File: src/rtl/pcm_voice_port.sv
module pcm_voice_port #(
  parameter int W  = 16,
  parameter int DW = 4
) (
  input  logic          clk,
  input  logic          rst_n,
  input  logic          bclk_i,
  input  logic          fsync_i,
  input  logic          sdin_i,
  input  logic          cfg_fs_high_i,
  input  logic [DW-1:0] cfg_delay_i,
  input  logic          cfg_dbl_i,
  input  logic [W-1:0]  tx_word_i,
  output logic          tx_load_o,
  output logic          sdout_o,
  output logic [W-1:0]  rx_word_o,
  output logic          rx_valid_o
);
  localparam int CW = $clog2(W);

  typedef enum logic [1:0] {IDLE, WAIT, SLOT} phase_t;

  phase_t        phase;
  logic          bclk_q, bclk_p, sdin_q, fs_q, fs_p, armed;
  logic [DW-1:0] dcnt;
  logic [CW-1:0] bit_cnt;
  logic          sub, dbl_q;
  logic [W-1:0]  tx_sh;
  logic [W-2:0]  rx_sh;
  logic          sdout_q, tx_load_q, rx_valid_q;
  logic [W-1:0]  rx_word_q;

  logic fall, rise, fs_edge, start, last_sub, last_bit, busy;

  assign fall     = bclk_p & ~bclk_q;
  assign rise     = ~bclk_p & bclk_q;
  assign fs_edge  = fs_q & ~fs_p;
  assign start    = fall & armed;
  assign last_sub = ~dbl_q | sub;
  assign last_bit = bit_cnt == CW'(W - 1);
  assign busy     = phase != IDLE;

  always_ff @(posedge clk) begin
    if (!rst_n) begin
      bclk_q     <= 1'b0;
      bclk_p     <= 1'b0;
      sdin_q     <= 1'b0;
      fs_q       <= 1'b0;
      fs_p       <= 1'b0;
      armed      <= 1'b0;
      phase      <= IDLE;
      dcnt       <= '0;
      bit_cnt    <= '0;
      sub        <= 1'b0;
      dbl_q      <= 1'b0;
      tx_sh      <= '0;
      rx_sh      <= '0;
      sdout_q    <= 1'b0;
      tx_load_q  <= 1'b0;
      rx_valid_q <= 1'b0;
      rx_word_q  <= '0;
    end else begin
      bclk_q     <= bclk_i;
      bclk_p     <= bclk_q;
      sdin_q     <= sdin_i;
      fs_q       <= cfg_fs_high_i ? fsync_i : ~fsync_i;
      fs_p       <= fs_q;
      tx_load_q  <= 1'b0;
      rx_valid_q <= 1'b0;

      if (fs_edge)     armed <= 1'b1;
      else if (start)  armed <= 1'b0;

      if (start) begin
        tx_load_q <= 1'b1;
        dbl_q     <= cfg_dbl_i;
        sub       <= 1'b0;
        bit_cnt   <= '0;
        if (cfg_delay_i == '0) begin
          phase   <= SLOT;
          sdout_q <= tx_word_i[W-1];
          tx_sh   <= {tx_word_i[W-2:0], 1'b0};
        end else begin
          phase   <= WAIT;
          dcnt    <= cfg_delay_i;
          sdout_q <= 1'b0;
          tx_sh   <= tx_word_i;
        end
      end else if (fall) begin
        case (phase)
          WAIT: begin
            dcnt <= dcnt - DW'(1);
            if (dcnt == DW'(1)) begin
              phase   <= SLOT;
              sdout_q <= tx_sh[W-1];
              tx_sh   <= {tx_sh[W-2:0], 1'b0};
            end
          end
          SLOT: begin
            if (last_sub) begin
              sub <= 1'b0;
              if (last_bit) begin
                phase   <= IDLE;
                sdout_q <= 1'b0;
              end else begin
                bit_cnt <= bit_cnt + CW'(1);
                sdout_q <= tx_sh[W-1];
                tx_sh   <= {tx_sh[W-2:0], 1'b0};
              end
            end else begin
              sub <= 1'b1;
            end
          end
          default: ;
        endcase
      end else if (rise && phase == SLOT && last_sub) begin
        rx_sh <= {rx_sh[W-3:0], sdin_q};
        if (last_bit) begin
          rx_word_q  <= {rx_sh, sdin_q};
          rx_valid_q <= 1'b1;
        end
      end
    end
  end

  assign tx_load_o  = tx_load_q;
  assign sdout_o    = sdout_q;
  assign rx_word_o  = rx_word_q;
  assign rx_valid_o = rx_valid_q;
endmodule

File: config.mk
export PLATFORM = sky130hd
export DESIGN_NAME = pcm_voice_port
export DESIGN_NICKNAME = d
export VERILOG_FILES = /design/src/rtl/pcm_voice_port.sv
export SDC_FILE = /design/constraint.sdc
export NUM_CORES = 1
export LEC_CHECK = 0
export BUFFER_PORTS_ARGS = -buffer_cell sky130_fd_sc_hd__buf_2
export CAP_MARGIN = 5
export CORE_ASPECT_RATIO = 0.7
export CORE_MARGIN = 2
export CORE_UTILIZATION = 50
export CTS_BUF_LIST = sky130_fd_sc_hd__clkbuf_8 sky130_fd_sc_hd__clkbuf_16
export DETAILED_ROUTE_END_ITERATION = 8
export PLACE_DENSITY = 0.79
export SLEW_MARGIN = 20
export SYNTH_ARGS = -nofsm -noshare
export SYNTH_HDL_FRONTEND = slang
export SYNTH_SLANG_ARGS = --single-unit
File: constraint.sdc
create_clock -name clk -period 1.9 [get_ports clk]
set_clock_uncertainty 0.1 [all_clocks]
set_input_delay 0.095 -clock clk [delete_from_list [all_inputs] [get_ports clk]]
set_output_delay 0.095 -clock clk [all_outputs]
set_load 0.02 [all_outputs]
==> flow_summary.toml <==
[run_status]
status = "finished, violations left"
violations = "hold timing"

[synthesis]
synth_top_area_share_pct = 43.89
syn_area_per_cell_um2 = 9.017
yosysMostFrequentCell = "dfxtp_1"
syn_nets = 374
yosysTopAreaCell = "dfxtp_1"
synth_cell_types = 40
ys_ff_latch = 68
synth_area_um2 = 3102
synth_area_leaders = "dfxtp_1 44%, mux2i_1 15%, o21ai_0 5.5%, nand2_1 4.8%, a21oi_1 4.5%"
seq_area_frac_synth_pct = 43.89
synthFlopType = "dfxtp_1"
synthCells = 344
synth_edf_count = 0
yosysWarnings = 0
synthTopCellsByCount = "68 x dfxtp_1, 46 x mux2i_1, 40 x nand2_1"
async_flop_share_pct = 0

[sta]
finalHoldViolCount = 1
slew_violations = 0
period_share_pct = 93.43
min_period_ns = 1.775
worst_pin_slew_ns = 0.5073
slew_headroom_pct = 65.72
fmax_mhz = 563.3
hold_ws_ns = -0.003898
totalNegativeSetupSlack_ns = 0
setup-violations-final = 0

[critical_path]
regToRegSetupSlack_ns = 0.12
cp.arrival_ns = 1.95
worstReg2RegEnd = "tx_sh[2]"
crit_fanout = 16
crit_type = "reg2reg"
crit_path_top_delay_cell = "dfxtp_1"
cp.depth = 6
cp.required_ns = 2.08
end_kind = "flip-flop"
path_buf_inv = 1
worst-r2r-cell-count = 6
worstSetupStartpoint = "bit_cnt[0]"
cp_top_family = "compound AO/OA/AOI/OAI gates"
cp-start-kind = "flip-flop"
cp_slowest_stage_delay_ns = 0.37
crit_chain = "ha_1, nand3_2, a22oi_1, o21a_1, buf_12, mux2i_1"
timing.rr.start = "bit_cnt[0]"

[global_route]
antenna_found_initial = 0
grt_pass1_vias = 2364
grt_max_degree = 40
grt_overflow = 0
grt_pass1_wl_um = 10800
grt.total_usage_pct = 19.35

[placement]
hpwl_um = 4158
place_inst = 450
portBuffers = 45
place_area_um2 = 3400
place.gp.congestion = 0.8833

[cells_and_area]
fillerInstances = 509
antenna_cells = 0
finalInstanceArea_um2 = 3679
nNetsFinal = 423
drive_gt1_share_pct = 19.60
syn_to_final_growth_pct = 18.60
fin_cells = 473

[pwr]
powerDensity_nw_per_um2 = 763.4
peakVddDrop_v = 0.0003769
p_leak_nw = 1.605
power.total_mw = 2.808

[clock_network]
clock_latency_ns = 0.35
cts_tree = "done"
path_clk_slew_ns = 0.07
cts-root-buf = "clkbuf_8"
cts_buffer_depth = 2
clock_sinks = 68
htreeDepth = 3
cts-buffers-inserted = 9

[floorplanning]
die_w_um = 98.14
core_um2 = 5871
die_area_um2 = 6860
num_rows = 23
ioPinCount = 46
die_y_um = 69.90
start_util_pct = 52.83

[detailed_routing]
totalWireLength_um = 6269
vias_per_cell = 5.385
first_iter_violations = 196
dr.pass1.iters = 5
antenna_left = 0
wl_per_cell_um = 13.25
drcViolationCount = 0
vias = 2547

[min_path]
hold_path_class = "in2reg"
whs_path_depth = 3
hold_start = "cfg_delay_i[0]"
holdPathEnd = "dcnt[0]"

[job]
cap_violations = 0
state kept, by name (all words and copies together) (netlist names):
signal and count:
armed 1, bclk_p 1, bclk_q 1, bit_cnt 4, dbl_q 1, dcnt 4, fs_p 1, fs_q 1
phase 2, rx_sh 15, rx_valid_o 1, rx_word_o 16, sdin_q 1, sdout_o 1, sub 1, tx_load_o 1
tx_sh 16
worst max-delay path by stage:
stage | to | slack [ns]
final | tx_sh[2] | 0.12
after global routing | tx_sh[2] | -0.004
after CTS | tx_sh[2] | 0.03
after detailed placement | tx_sh[2] | 0.04
after global placement | tx_sh[0] | 0.16
after floorplan | rx_word_o[10] | 0.24
worst min-delay path, delay by kind of cell:
family / cells / cell delay, ns
AOI/OAI and AO/OA: 2 / 0.19
buffers and inverters: 1 / 0.12
report_power, final:
part	switching, mW	total [mW]	leakage [nW]	internal [mW]
Clock	0.535	1.20	0.107	0.668
Sequential	0.0125	1.45	0.549	1.44
Combinational	0.0823	0.157	0.949	0.0750
cell families (layout without fill, tap and decap cells):
logic type / after synthesis / in the layout / synth area share, %
compound gates: 93 / 93 / 17.31
xor+xnor: 4 / 4 / 1.129
fa+ha+maj: 3 / 3 / 1.210
buf+inv: 28 / 82 / 5.123
flops: 68 / 68 / 43.89
mux: 46 / 46 / 14.84
simple gates: 102 / 102 / 16.50
per-layer routing:
metal  GRT usage [%]  part of all wire (%)  vias to the layer above
met2           30.37                    46                       69
met3           6.607                   5.5                       10
met5               0                     0                        -
li1                -                     -                     1290
met1           25.11                    47                     1178
met4           6.545                   1.8                        0
layout by cell type, fill, tap and decap left out, drive strengths merged, types with 5 or more instances in the layout:
cell type,netlist,layout
buf,11,56
dfxtp,68,68
clkbuf,14,11
nand2b,5,5
nor2,27,27
mux2i,46,46
a21o,17,17
o21ai,40,40
nand2,40,40
dlygate4sd3,0,7
a21oi,28,28
metrics by stage:
stage / util (%) / worst slack (ns)
global placement: 57.91 / 0.1624
global route: 62.66 / -0.003543
detailed placement: 57.91 / 0.04457
CTS: 62.55 / 0.03269
floorplan: - / 0.2443
finish: 62.66 / 0.1248
repair_timing:
item                                    CTS  global route
resized for setup                         0             2
hold endpoints to repair                  6             0
hold buffers                              7             0
endpoints found under the setup margin    0            18
setup buffers                             0             0
area by class of cell:
class | instances | area [µm²] | area share (%)
Clock inverter | 5 | 51.30 | 1.395
Sequential cell | 68 | 1363 | 37.04
Inverter | 3 | 11.26 | 0.3061
Tap cell | 75 | 93.84 | 2.551
Multi-Input combinational cell | 248 | 1593 | 43.30
Clock buffer | 11 | 151.4 | 4.116
Timing Repair Buffer | 63 | 415.4 | 11.29
(Power assumes the default switching activity.)
